## src/rtl/scratch_pkg.sv

```systemverilog
package scratch_pkg;
  localparam logic [3:0] OPR_PAIR_IMM = 4'h2;
  localparam logic [3:0] OPR_PAIR_IND = 4'h3;
  localparam logic [3:0] OPR_BUMP     = 4'h6;
  localparam logic [3:0] OPR_BUMP_TST = 4'h7;
  localparam logic [3:0] OPR_SWAP     = 4'hB;

  typedef enum logic [2:0] {
    SP_IDLE,
    SP_SWAP,
    SP_BUMP,
    SP_BUMP_TST,
    SP_LOAD_IMM,
    SP_LOAD_ROM
  } sp_op_e;
endpackage

```

## src/rtl/sp_decode.sv

```systemverilog
module sp_decode
  import scratch_pkg::*;
(
  input  logic       exec_i,
  input  logic [3:0] opr_i,
  input  logic       sel_lsb_i,
  output sp_op_e     op_o
);
  always_comb begin
    op_o = SP_IDLE;
    if (exec_i) begin
      unique case (opr_i)
        OPR_PAIR_IMM: op_o = sel_lsb_i ? SP_IDLE : SP_LOAD_IMM;
        OPR_PAIR_IND: op_o = sel_lsb_i ? SP_IDLE : SP_LOAD_ROM;
        OPR_BUMP:     op_o = SP_BUMP;
        OPR_BUMP_TST: op_o = SP_BUMP_TST;
        OPR_SWAP:     op_o = SP_SWAP;
        default:      op_o = SP_IDLE;
      endcase
    end
  end
endmodule

```

## src/rtl/sp_inc.sv

```systemverilog
module sp_inc #(
  parameter int DW = 4
) (
  input  logic [DW-1:0] val_i,
  output logic [DW-1:0] sum_o,
  output logic          zero_o
);
  assign sum_o  = val_i + DW'(1);
  assign zero_o = (sum_o == '0);
endmodule

```

## src/rtl/sp_storage.sv

```systemverilog
module sp_storage #(
  parameter int NREG = 16,
  parameter int DW   = 4,
  localparam int IW  = $clog2(NREG),
  localparam int PW  = IW - 1
) (
  input  logic                      clk_i,
  input  logic                      rst_ni,
  input  logic                      nib_we_i,
  input  logic [IW-1:0]             nib_idx_i,
  input  logic [DW-1:0]             nib_wdata_i,
  input  logic                      pair_we_i,
  input  logic [PW-1:0]             pair_idx_i,
  input  logic [2*DW-1:0]           pair_wdata_i,
  output logic [NREG-1:0][DW-1:0]   regs_o
);
  for (genvar i = 0; i < NREG; i++) begin : g_reg
    localparam int PAIR = i / 2;
    localparam bit IS_HI = (i % 2) == 0;
    logic [DW-1:0] pair_half;
    assign pair_half = IS_HI ? pair_wdata_i[2*DW-1:DW] : pair_wdata_i[DW-1:0];

    always_ff @(posedge clk_i or negedge rst_ni) begin
      if (!rst_ni) begin
        regs_o[i] <= '0;
      end else if (nib_we_i && nib_idx_i == IW'(i)) begin
        regs_o[i] <= nib_wdata_i;
      end else if (pair_we_i && pair_idx_i == PW'(PAIR)) begin
        regs_o[i] <= pair_half;
      end
    end
  end
endmodule

```

## src/rtl/scratch_regfile.sv

```systemverilog
module scratch_regfile
  import scratch_pkg::*;
#(
  parameter int NREG = 16,
  parameter int DW   = 4,
  localparam int IW  = $clog2(NREG)
) (
  input  logic            clk_i,
  input  logic            rst_ni,
  input  logic            exec_i,
  input  logic [3:0]      opr_i,
  input  logic [IW-1:0]   opa_i,
  input  logic [DW-1:0]   acc_i,
  input  logic [2*DW-1:0] imm_i,
  input  logic [2*DW-1:0] rom_i,
  output logic [DW-1:0]   reg_rd_o,
  output logic [2*DW-1:0] pair_rd_o,
  output logic [2*DW-1:0] pair0_o,
  output logic            inc_zero_o
);
  localparam int PW = IW - 1;

  sp_op_e                   op;
  logic [NREG-1:0][DW-1:0]  regs;
  logic [PW-1:0]            pair_idx;
  logic [DW-1:0]            inc_sum;
  logic                     inc_zero;
  logic                     nib_we, pair_we;
  logic [DW-1:0]            nib_wdata;
  logic [2*DW-1:0]          pair_wdata;

  assign pair_idx = opa_i[IW-1:1];

  sp_decode u_dec (
    .exec_i    (exec_i),
    .opr_i     (opr_i),
    .sel_lsb_i (opa_i[0]),
    .op_o      (op)
  );

  assign reg_rd_o  = regs[opa_i];
  assign pair_rd_o = {regs[{pair_idx, 1'b0}], regs[{pair_idx, 1'b1}]};
  assign pair0_o   = {regs[0], regs[1]};

  sp_inc #(.DW(DW)) u_inc (
    .val_i  (reg_rd_o),
    .sum_o  (inc_sum),
    .zero_o (inc_zero)
  );

  assign nib_we     = (op == SP_SWAP) || (op == SP_BUMP) || (op == SP_BUMP_TST);
  assign nib_wdata  = (op == SP_SWAP) ? acc_i : inc_sum;
  assign pair_we    = (op == SP_LOAD_IMM) || (op == SP_LOAD_ROM);
  assign pair_wdata = (op == SP_LOAD_IMM) ? imm_i : rom_i;
  assign inc_zero_o = (op == SP_BUMP_TST) && inc_zero;

  sp_storage #(.NREG(NREG), .DW(DW)) u_store (
    .clk_i        (clk_i),
    .rst_ni       (rst_ni),
    .nib_we_i     (nib_we),
    .nib_idx_i    (opa_i),
    .nib_wdata_i  (nib_wdata),
    .pair_we_i    (pair_we),
    .pair_idx_i   (pair_idx),
    .pair_wdata_i (pair_wdata),
    .regs_o       (regs)
  );
endmodule

```

## config.mk

```make
export PLATFORM = sky130hd
export DESIGN_NAME = scratch_regfile
export DESIGN_NICKNAME = d
export VERILOG_FILES = /design/src/rtl/scratch_pkg.sv /design/src/rtl/sp_decode.sv /design/src/rtl/sp_inc.sv /design/src/rtl/sp_storage.sv /design/src/rtl/scratch_regfile.sv
export SDC_FILE = /design/constraint.sdc
export NUM_CORES = 1
export LEC_CHECK = 0
export CORE_MARGIN = 2
export CORE_UTILIZATION = 44
export CTS_CLUSTER_DIAMETER = 120
export CTS_CLUSTER_SIZE = 8
export DETAILED_ROUTE_END_ITERATION = 8
export PLACE_DENSITY = 0.64
export SLEW_MARGIN = 20
export SYNTH_ARGS = -nofsm -noshare
export SYNTH_HDL_FRONTEND = slang
export SYNTH_HIERARCHICAL = 1
export SYNTH_SLANG_ARGS = --single-unit
```

## constraint.sdc

```tcl
create_clock -name clk_i -period 5.7 [get_ports clk_i]
set_input_delay 1.14 -clock clk_i [delete_from_list [all_inputs] [get_ports clk_i]]
set_output_delay 1.14 -clock clk_i [all_outputs]
set_load 0.1 [all_outputs]
```

[Yosys cells after proc, flatten, opt, wreduce, memory -nomap -nowiden]
Cells that the tools add are included.
Word-level totals
  input port bits: 31
  register bits: 64
Operators by class
  $add $sub $neg: 1
  mux-type cells: 44
  order comparisons: 3
  eq/ne operators: 32
  reductions and logical operators: 47
Operators by type and width (number)
  two-way mux 4 bit: 36
  equality test 4 bit (second input constant): 9
  nonzero test 2 bit: 16
  logical AND 1 bit: 25
  binary-select mux 4 bit (select 3 bit): 2
  equality test 4 x 3 -> 1 bit (second input constant): 6
  equality test 3 bit (second input constant): 6
  binary-select mux 4 bit (select 4 bit): 1
  equality test 4 x 2 -> 1 bit (second input constant): 4
  < comparator 4 x 5 -> 1 bit (second input constant): 3
  one-hot mux 3 bit (5 select lines): 1
  equality test 3 x 2 -> 1 bit (second input constant): 4
  two-way mux 3 bit: 3
  logical NOT 4 bit: 2
  two-way mux 8 bit: 1
  equality test 3 x 1 -> 1 bit (second input constant): 2
  adder 4 x 1 -> 4 bit (second input constant): 1
  equality test 4 x 1 -> 1 bit (second input constant): 1
  logical NOT 3 bit: 1
  logical OR 1 bit: 3

[Longest topological paths before layout]
  word-level depth: 8
  mapped depth: 11
  depth with buffers taken out: 8

[Hierarchy]
The synthesis kept the hierarchy.
By module, submodules not included
  sp_storage: cells an instance 234, instances 1, area an instance 3362.0 um^2
  scratch_regfile: cells an instance 87, instances 1, area an instance 1308.8 um^2
  sp_inc: cells an instance 9, instances 1, area an instance 60.1 um^2
  sp_decode: cells an instance 6, instances 1, area an instance 37.5 um^2

[Worst setup path after synthesis]
Ideal clock, no wire load.
  kind: input port to output port
  start point: input opa_i[2]
  end point: output inc_zero_o
  stages: 8
  setup slack: -0.394 ns
  arrival: 4.954 ns
  path through: clkbuf_1 clkbuf_1 a211oi_1 a21oi_1 ha_1 nand2_1 a21oi_1 and4b_1
On the way
  word-level cells in the longest chain between the ends: 5
RTL lines
  start, declared: line scratch_regfile.sv:12  | input logic [IW-1:0] opa_i,
  binary-select mux 4 bit (select 4 bit): line scratch_regfile.sv:41  | assign reg_rd_o = regs[opa_i];
  two-way mux 4 bit (not written as such): line scratch_regfile.sv:41
  net reg_rd_o[0]: line scratch_regfile.sv:16  | output logic [DW-1:0] reg_rd_o,
  adder 4 x 1 -> 4 bit: line sp_inc.sv:8  | assign sum_o = val_i + DW'(1);
  logical NOT 4 bit: line sp_inc.sv:9  | assign zero_o = (sum_o == '0);
  net inc_zero: line scratch_regfile.sv:27  | logic inc_zero;
  logical AND 1 bit: line scratch_regfile.sv:55  | assign inc_zero_o = (op == SP_BUMP_TST) && inc_zero;
  end, declared: line scratch_regfile.sv:19  | output logic inc_zero_o
The timed path passes the listed nets, and every way through them passes these cells. The select of a mux whose other input is x is not followed.

[Worst setup path in the final report]
  start point: input opa_i[0]
  end point: output inc_zero_o
On the way
  word-level cells in the longest chain between the ends: 5
  elaborated cells between the ends (all ways): 10
RTL lines (line)
  binary-select mux 4 bit (select 4 bit): scratch_regfile.sv:41
  two-way mux 4 bit (not written as such): scratch_regfile.sv:41
  adder 4 x 1 -> 4 bit: sp_inc.sv:8
  logical NOT 4 bit: sp_inc.sv:9
  net inc_zero: scratch_regfile.sv:27
  logical AND 1 bit: scratch_regfile.sv:55
The timed path passes the listed nets, and every way through them passes these cells. The select of a mux whose other input is x is not followed.

==> flow_summary.ini <==
[floorplanning]
die_area_um2 = 11700
initial_core_util = 0.446
io-pin-count = 52
row_count = 38
floorplan.die.width_um = 108
placeableCoreArea_um2 = 10700
die_h_um = 108

[pwr]
power.share.clock = 0.199
comb_power_share = 0.449
total_chip_power_uw = 1940
power_density_nw_per_um2 = 352
leakagePower_uw = 0.00254
net_load_switching_power_uw = 789
net_sw_frac = 0.407
power.sequential.fraction = 0.352
irDropWorstVdd_mv = 0.283
internal-power_uw = 1150

[grt]
maximum_number_of_pins_on_one_net_before_global_route_repair = 65
grt_first_pass_wirelength_mm = 20.0
number_of_global_route_vias_before_repair = 3368
antenna_violations_before_repair = 0
gr-usage-all-layers = 0.232
grt_remaining_overflow = 0

[timing]
report.final.slew_viol_count = 0
finalSetupTns_ps = 0
clock.fmax_mhz = 204
period_minus_slack_ps = 4900
worst-slew-pin-transition_ps = 965
fin_crit_sh = 0.859
rsz0062_at_grt = false
finalClockSkew_ps = 7.90
relative_max_transition_margin = 0.355
finalHoldViolations = 0
setup_viol = 0

[detailed_routing]
dr.first_iter.drc_count = 237
antenna_left = 0
vias = 3256
vias_per_cell = 6.19
routed_wirelength_mm = 12.7
drt_first_pass_iters = 5
drc_errors = 0
drt-wirelength-per-cell_um = 24.1

[yosys]
syn-num-nets = 368
synth-compound-area-share = 0.0157
yosysWarnings = 6
synth-xor-area-share = 0.00367
synth_area_leaders = mux2_2 35%, dfrtp_1 34%, mux4_1 16%
dominant_combinational_cell_family_by_area_after_synthesis = multiplexers
netlist.area_leader.share = 0.350
synth_area_um2 = 4770
synth.largest_area_cell = mux2_2
synth-adder-area-share = 0.00262
synthDistinctLibCells = 34
synthesis.area_per_instance_um2 = 14.2
synth_simple_gate_area_frac = 0.0711
yosys_most_used_dff = dfrtp_1
seq_area_frac_synth = 0.336
synthesized_netlist_cell_count = 336
fraction_of_registers_with_async_set_or_reset_after_synthesis = 1.00
ys_ff_latch = 64
synth_edf_count = 0
synth.area.mux_share = 0.531

[cts]
insertion_delay_ps = 340
root_driver = clkbuf_8
ctsHtreeMaxLevel = 3
cts_max_path_buffers = 2
numClockSinks = 64
clkTransAtPathRegs_ps = 60
tritoncts = yes
cts-resized-gates = 0
cts_made_buffers = 9
cts_hold_repair.buffers = 0
post-cts-setup-buffer-count = 0

[finish]
final_nets = 417
top_regs = u_store/regs_o x64
num-fill-cells = 914
layout.core_utilization = 0.515
max_flop_register = u_store/regs_o
syn_to_layout_area_delta_pct = 15.5
diodes = 0
largest_register_ff_count = 64
fraction_of_layout_cells_with_a_size_suffix_above_1 = 0.508

[worst_setup_path]
worst-path-max-fanout = 17
worstSetupStartpointType = input port
crit_required_ps = 4560
critical_path.endpoint_type = primary output
critical_path_class = input port to primary output
critical_path_arrival_ps = 3760

[placed_design]
numPortBuffers = 51
gp_routability_congestion = 0.863
post-dp-hpwl_mm = 9.14

[worst_hold_path]
min_path_type = flip-flop to flip-flop

[status]
run_status = complete, no violations

[job]
max_cap_viol_count = 0
==> metrics by stage <==
step	setup slack [ps]	cell area (µm²)	std cells	hold slack [ps]
detailed placement	831	5330	514	642
global placement	898	5330	514	627
finish	801	5510	526	655
CTS	820	5510	526	658
global route	645	5510	526	689
floorplan	345	4780	336	608
==> worst max-delay path, cell delays in order <==
cell             delay [ps]
clkdlybuf4s50_1         900
mux4_1                  380
nor2b_1                 150
a211oi_1                260
a21oi_2                 110
a21o_1                  210
a21oi_1                 160
and4b_1                 260
buf_12                  180
==> final timing paths <==
| kind | depth (start not counted) | slack, ps | to | start |
|---|---|---|---|---|
| min in group asynchronous | 2 | 980 | u_store/regs_o[24] | rst_ni |
| max | 9 | 800 | inc_zero_o | opa_i[0] |
| max in group asynchronous | 2 | 4150 | u_store/regs_o[47] | rst_ni |
| max reg2reg | 8 | 2920 | u_store/regs_o[38] | u_store/regs_o[1] |
| min reg2reg | 2 | 650 | u_store/regs_o[43] | u_store/regs_o[43] |
| min | 2 | 650 | u_store/regs_o[43] | u_store/regs_o[43] |
==> power by group through the flow <==
stage	Sequential (µW)	Combinational [µW]	Clock (µW)
floorplan	725	586	0
global placement	684	861	0
detailed placement	685	872	0
CTS	677	874	393
global route	693	920	415
finish	681	871	386
==> placed cells by master (no fill, tap or decap), drive strengths merged, types with 5 or more instances in the layout <==
cell type,Yosys,layout
buf,12,23
nand3,7,7
dfrtp,64,64
mux2i,6,6
mux2,148,148
nor2,5,5
nand2,14,14
clkdlybuf4s50,0,36
nor2b,6,6
mux4,31,31
clkbuf,9,11
==> synthesized netlist by cell type (2+ instances only) <==
library cell,count
inv_1,2
mux4_2,2
mux4_1,29
a211oi_1,3
a21oi_1,3
dfrtp_1,64
nand3_1,7
clkbuf_1,9
buf_6,7
mux2_2,148
and3b_1,2
buf_12,3
nor2b_1,6
nand2_1,14
mux2i_1,6
a221oi_1,2
nor2_1,5
nor3b_1,4
and4bb_2,3
nand4b_2,3
==> logic make-up (layout without fill, tap and decap cells) <==
kind of cell / count (synthesis) / after routing
flops: 64 / 64
compound gates: 11 / 11
fa+ha+maj: 1 / 1
xor+xnor: 2 / 2
simple gates: 50 / 50
buf+inv: 23 / 73
mux: 185 / 185
==> area by class of cell <==
class	instances	area (µm²)	share of cell area
clock buffer	11	151	0.0275
clock inverter	1	30.0	0.00545
inverter	2	7.51	0.00136
multi-input combinational	249	2990	0.543
sequential	64	1600	0.291
tap	140	175	0.0318
timing repair buffer	59	553	0.100
==> per-layer routing <==
layer / vias up / track usage / share of wire
met5: - / 0 / 0
met4: 0 / 0.0723 / 0.019
met3: 19 / 0.0404 / 0.046
met2: 108 / 0.383 / 0.49
met1: 1692 / 0.313 / 0.45
li1: 1437 / - / -
Note: power is estimated with default switching activity, not from simulation.
